### src/rtl/tmr_clksel_pkg.sv
package tmr_clksel_pkg;

    typedef enum logic [2:0] {
        CS_STOP     = 3'b000,
        CS_DIV1     = 3'b001,
        CS_DIV8     = 3'b010,
        CS_DIV64    = 3'b011,
        CS_DIV256   = 3'b100,
        CS_DIV1024  = 3'b101,
        CS_EXT_FALL = 3'b110,
        CS_EXT_RISE = 3'b111
    } cs_code_e;

    // Prescaler width and the log2 of each tapped ratio (8, 64, 256, 1024)
    localparam int unsigned PSC_W    = 10;
    localparam int unsigned NUM_TAPS = 4;
    localparam int unsigned TAP_LOG [NUM_TAPS] = '{3, 6, 8, 10};
    localparam int unsigned SYNC_STAGES = 2;

endpackage

### src/rtl/tcs_prescaler.sv
module tcs_prescaler
    import tmr_clksel_pkg::*;
#(
    parameter int unsigned W     = PSC_W,
    parameter int unsigned NTAPS = NUM_TAPS
) (
    input  logic             clk_i,
    input  logic             rst_i,
    input  logic             clr_i,
    output logic [NTAPS-1:0] tap_o
);

    typedef struct packed {
        logic [W-1:0] cnt;
    } psc_st_t;

    psc_st_t st_d, st_q;

    always_comb begin
        st_d = st_q;
        if (clr_i) begin
            st_d.cnt = '0;
        end else begin
            st_d.cnt = st_q.cnt + 1'b1;
        end
    end

    always_ff @(posedge clk_i) begin
        if (rst_i) begin
            st_q <= '0;
        end else begin
            st_q <= st_d;
        end
    end

    // A tap is live on the last count before its low bits wrap to zero
    for (genvar g = 0; g < NTAPS; g++) begin : g_tap
        assign tap_o[g] = &st_q.cnt[TAP_LOG[g]-1:0];
    end

    // a clear leaves the divider at zero on the next cycle
    a_r6_clear_zero: assert property (@(posedge clk_i) disable iff (rst_i)
        clr_i |=> (st_q.cnt == '0));

    // without a clear the divider advances by exactly one
    a_r3_free_run: assert property (@(posedge clk_i) disable iff (rst_i)
        (!clr_i && !$past(rst_i)) |=> (st_q.cnt == $past(st_q.cnt) + 1'b1));

endmodule

### src/rtl/tcs_pin_edge.sv
module tcs_pin_edge
    import tmr_clksel_pkg::*;
#(
    parameter int unsigned STAGES = SYNC_STAGES
) (
    input  logic clk_i,
    input  logic rst_i,
    input  logic pin_i,
    output logic rise_o,
    output logic fall_o
);

    typedef struct packed {
        logic [STAGES-1:0] sh;
        logic              prev;
    } sync_st_t;

    sync_st_t st_d, st_q;

    always_comb begin
        st_d      = st_q;
        st_d.sh   = {st_q.sh[STAGES-2:0], pin_i};
        st_d.prev = st_q.sh[STAGES-1];
    end

    always_ff @(posedge clk_i) begin
        if (rst_i) begin
            st_q <= '0;
        end else begin
            st_q <= st_d;
        end
    end

    assign rise_o =  st_q.sh[STAGES-1] & ~st_q.prev;
    assign fall_o = ~st_q.sh[STAGES-1] &  st_q.prev;

    // the two edge indications never coincide
    a_r4_edges_exclusive: assert property (@(posedge clk_i) disable iff (rst_i)
        !(rise_o && fall_o));

    // a rising indication lasts a single cycle
    a_r5_rise_single: assert property (@(posedge clk_i) disable iff (rst_i)
        rise_o |=> !rise_o);

    // a falling indication lasts a single cycle
    a_r4_fall_single: assert property (@(posedge clk_i) disable iff (rst_i)
        fall_o |=> !fall_o);

endmodule

### src/rtl/tmr_clksel.sv
module tmr_clksel
    import tmr_clksel_pkg::*;
(
    input  logic       clk_i,
    input  logic       rst_i,
    input  logic [2:0] sel_i,
    input  logic       pin_i,
    input  logic       psc_clr_i,
    output logic       cen_o
);

    typedef struct packed {
        logic cen;
    } top_st_t;

    top_st_t st_d, st_q;

    logic [NUM_TAPS-1:0] tap;
    logic                pin_rise;
    logic                pin_fall;

    tcs_prescaler #(
        .W     (PSC_W),
        .NTAPS (NUM_TAPS)
    ) u_psc (
        .clk_i (clk_i),
        .rst_i (rst_i),
        .clr_i (psc_clr_i),
        .tap_o (tap)
    );

    tcs_pin_edge #(
        .STAGES (SYNC_STAGES)
    ) u_edge (
        .clk_i  (clk_i),
        .rst_i  (rst_i),
        .pin_i  (pin_i),
        .rise_o (pin_rise),
        .fall_o (pin_fall)
    );

    always_comb begin
        st_d = st_q;
        unique case (cs_code_e'(sel_i))
            CS_STOP:     st_d.cen = 1'b0;
            CS_DIV1:     st_d.cen = 1'b1;
            CS_DIV8:     st_d.cen = tap[0];
            CS_DIV64:    st_d.cen = tap[1];
            CS_DIV256:   st_d.cen = tap[2];
            CS_DIV1024:  st_d.cen = tap[3];
            CS_EXT_FALL: st_d.cen = pin_fall;
            CS_EXT_RISE: st_d.cen = pin_rise;
            default:     st_d.cen = 1'b0;
        endcase
    end

    always_ff @(posedge clk_i) begin
        if (rst_i) begin
            st_q <= '0;
        end else begin
            st_q <= st_d;
        end
    end

    assign cen_o = st_q.cen;

    // the stop code yields no strobe on the following cycle
    a_r1_stop_quiet: assert property (@(posedge clk_i) disable iff (rst_i)
        ($past(sel_i) == 3'b000) |-> !cen_o);

    // the undivided code yields a strobe on the following cycle
    a_r2_every_clock: assert property (@(posedge clk_i) disable iff (rst_i)
        (!$past(rst_i) && $past(sel_i) == 3'b001) |-> cen_o);

    // divided strobes never sit on adjacent cycles
    a_r3_no_adjacent: assert property (@(posedge clk_i) disable iff (rst_i)
        (cen_o && !$past(rst_i) && $past(sel_i) >= 3'b010 && $past(sel_i) <= 3'b101
         && sel_i >= 3'b010 && sel_i <= 3'b101) |=> !cen_o);

    // a reset cycle leaves the strobe low
    a_r8_reset_low: assert property (@(posedge clk_i)
        $past(rst_i) |-> !cen_o);

endmodule

### config.mk
export PLATFORM = sky130hd
export DESIGN_NAME = tmr_clksel
export DESIGN_NICKNAME = d
export VERILOG_FILES = /design/src/rtl/tmr_clksel_pkg.sv /design/src/rtl/tcs_prescaler.sv /design/src/rtl/tcs_pin_edge.sv /design/src/rtl/tmr_clksel.sv
export SDC_FILE = /design/constraint.sdc
export NUM_CORES = 1
export LEC_CHECK = 0
export BUFFER_PORTS_ARGS = -buffer_cell sky130_fd_sc_hd__buf_2
export CAP_MARGIN = 10
export CORE_AREA = 2 2 39 41
export DETAILED_ROUTE_END_ITERATION = 7
export DIE_AREA = 0 0 41 43
export HOLD_SLACK_MARGIN = 0.06
export PLACE_DENSITY = 0.72
export SYNTH_ARGS = -nofsm -noshare
export SYNTH_HDL_FRONTEND = slang
export SYNTH_SLANG_ARGS = --single-unit
### constraint.sdc
create_clock -name clk_i -period 1.75 [get_ports clk_i]
set_clock_uncertainty 0.15 [all_clocks]
set_input_delay 0.35 -clock clk_i [delete_from_list [all_inputs] [get_ports clk_i]]
set_output_delay 0.35 -clock clk_i [all_outputs]
set_load 0.01 [all_outputs]
==> impl_metrics.ini <==
[run_status]
status = finished, final reports clean

[cts]
cts-root-buf = clkbuf_4
cts_tree = yes
cts.clk_slew.worst_paths_ns = 0.09
clock_latency_ns = 0.29
cts_buffers = 3
cts_buffer_depth = 2
h-tree-depth = 1
cts_sinks = 14

[critical_path]
slowest_stage = dfxtp_2
crit_path_max_fanout = 3
path_buf_inv = 0
worstPathCellList = ha_2 > and4_1 > and4_2 > a221oi_2 > a2111oi_4
critPathRequiredTime_ns = 1.77
critPathKind = reg2reg
critPathArrivalTime_ns = 1.66
cp_top_family = simple AND/OR/NAND/NOR gates
cpPeakStageDelay_ns = 0.33
endpoint_kind = register
start_kind = register
reg2reg_slack_ns = 0.10

[yosys]
synth_commonest_cells = dfxtp_1 (14), nor2_1 (10), nand2_1 (5)
yosys_register_bits = 14
synthTopCellsByArea = dfxtp_1 (49%), nor2_1 (6.5%), xnor2_1 (4.6%)
yosysMostFrequentCell = dfxtp_1
netlist_area_sq_um = 577
syn_avg_cell_area_sq_um = 9.30
synth_xor_area_share_pct = 9.11
yosys.area.top_type = dfxtp_1
synth_cell_types = 22
yosys_warnings = 0
synth-main-ff-cell = dfxtp_1
synth.top_cell.area_share_pct = 48.6
synth_edf_count = 0
synth_top_family_by_area = simple AND/OR/NAND/NOR gates
synth_fp_nets = 71
synthSimpleGateAreaFrac_pct = 21.9
synth_fa_ha_area_share_pct = 4.34
async_flop_share_pct = 0
synth_mux_area_share_pct = 0
ys_seq_area_share_pct = 48.6
syn_inst = 62
synth_compound_area_share_pct = 12.8

[floorplanning]
die_w_microns = 41
rows = 14
core_sq_mm = 0.00138
die_area_sq_mm = 0.00176
ioPinCount = 8
initial_core_util_pct = 41.7
die_h_microns = 43

[placement]
dpl-instance-area_sq_um = 628
hpwl_microns = 712
dp.cells = 84
portBuffers = 7
gp_congestion = 0.744

[cells_and_area]
fin_util_pct = 49.8
fin_nets = 83
layoutNonFillerInstCount = 89
stdcell_area_sq_um = 689
antennaDiodeCount = 0
area_delta_synth_final_pct = 19.5
drive_gt1_share_pct = 26.0

[timing]
fin_crit_ns = 1.65
slew_headroom_pct = 75.9
rsz0062_at_grt = no
fin_tns_setup_ns = 0
finalSetupViolCount = 0
fmax_ghz = 0.607
hold_viol = 0
tightest_slew_ns = 0.359
post-route-period-util_pct = 94.1
slew_viol_final = 0

[grt]
grt_most_used_layer = met2
grt_use_met2_pct = 20.9
track_usage_pct = 14.0
grt_max_degree = 11
grt_remaining_overflow = 0
grt_pass1_vias = 426
met1_usage_pct = 14.8
grtUsageMet3_pct = 3.14
antenna_found_initial = 0
grt_pass1_wl_mm = 1.60

[power_and_ir_drop]
report.power.total_mw = 0.603
vdd_drop_max_v = 0.000437
leakage_nw = 0.254
p_per_area_mw_per_mm2 = 874

[routing]
firstDrtPassIters = 4
totalWireLength_microns = 989
via_count = 457
drc_errors = 0
drt_iter0_markers = 9
vias_per_cell = 5.13
ant_nets = 0
wire_per_inst_microns = 11.1

[run]
maxCapViolations = 0

[min_path]
worst_hold_path_type = in2reg
-- flip-flops by register name, summed over array words and instances, names as in the netlist --
name,cells
cen_o,1
u_edge.st_q,1
u_edge.st_d,2
u_psc.st_q,10
-- final timing paths --
| check | start | endpoint | cells after the start |
|---|---|---|---|
| worst max-delay path | u_psc.st_q[0] | cen_o | 5 |
| worst min-delay path | pin_i | u_edge.st_d[2] | 2 |
| worst max register to register | u_psc.st_q[0] | cen_o | 5 |
| worst min register to register | u_edge.st_d[2] | u_edge.st_d[0] | 1 |
-- metrics by stage --
step                setup WS (ns)  hold WS [ns]
floorplan                   0.156         0.264
global placement            0.100         0.266
detailed placement         0.0634         0.287
CTS                        0.0456         0.127
global route               0.0130         0.147
finish                      0.104         0.127
-- area by class of cell --
cell class              instances  area (sq um)
well taps                      16          20.0
fillers                       134           694
clock buffers                   4          36.3
flip-flops and latches         14           283
multi-input cells              43           293
repair buffers                  8          42.5
inverters                       4          15.0
-- power breakdown --
part / leakage [nW] / internal [mW] / switching [mW]
clock network: 0.0210 / 0.127 / 0.108
registers: 0.115 / 0.325 / 0.00275
logic: 0.119 / 0.0187 / 0.0217
-- repair_timing --
item,4_1_cts,5_1_grt
setup endpoints to repair,0,1
hold endpoints to repair,0,0
hold buffers,0,0
buffers inserted,0,1
gates resized for setup,0,4
-- cells in the final DEF, fill, tap and decap left out, types with 2 or more instances in the layout --
cell type / instances
clkbuf_4: 3
dfxtp_1: 12
xnor2_1: 3
dfxtp_2: 2
xor2_1: 3
buf_2: 7
nand3_1: 3
nor2b_1: 2
nor2_1: 10
a211oi_1: 2
o21ai_0: 3
nand2_1: 5
inv_1: 4
-- cell families (layout without fill, tap and decap cells) --
kind of cell             Yosys count  in the layout
XOR/XNOR                           6              6
buffers and inverters              5             16
AND/OR/NAND/NOR                   26             26
AO/OA/AOI/OAI                      9              9
flip-flops                        14             14
adder cells (fa/ha/maj)            2              2
-- routing by layer --
layer	up-vias	share of wire [%]
met2	10	46
met5	-	0
met4	0	4.3
met3	5	3.1
li1	233	-
met1	209	47
Power figures use the tool's default switching activity.
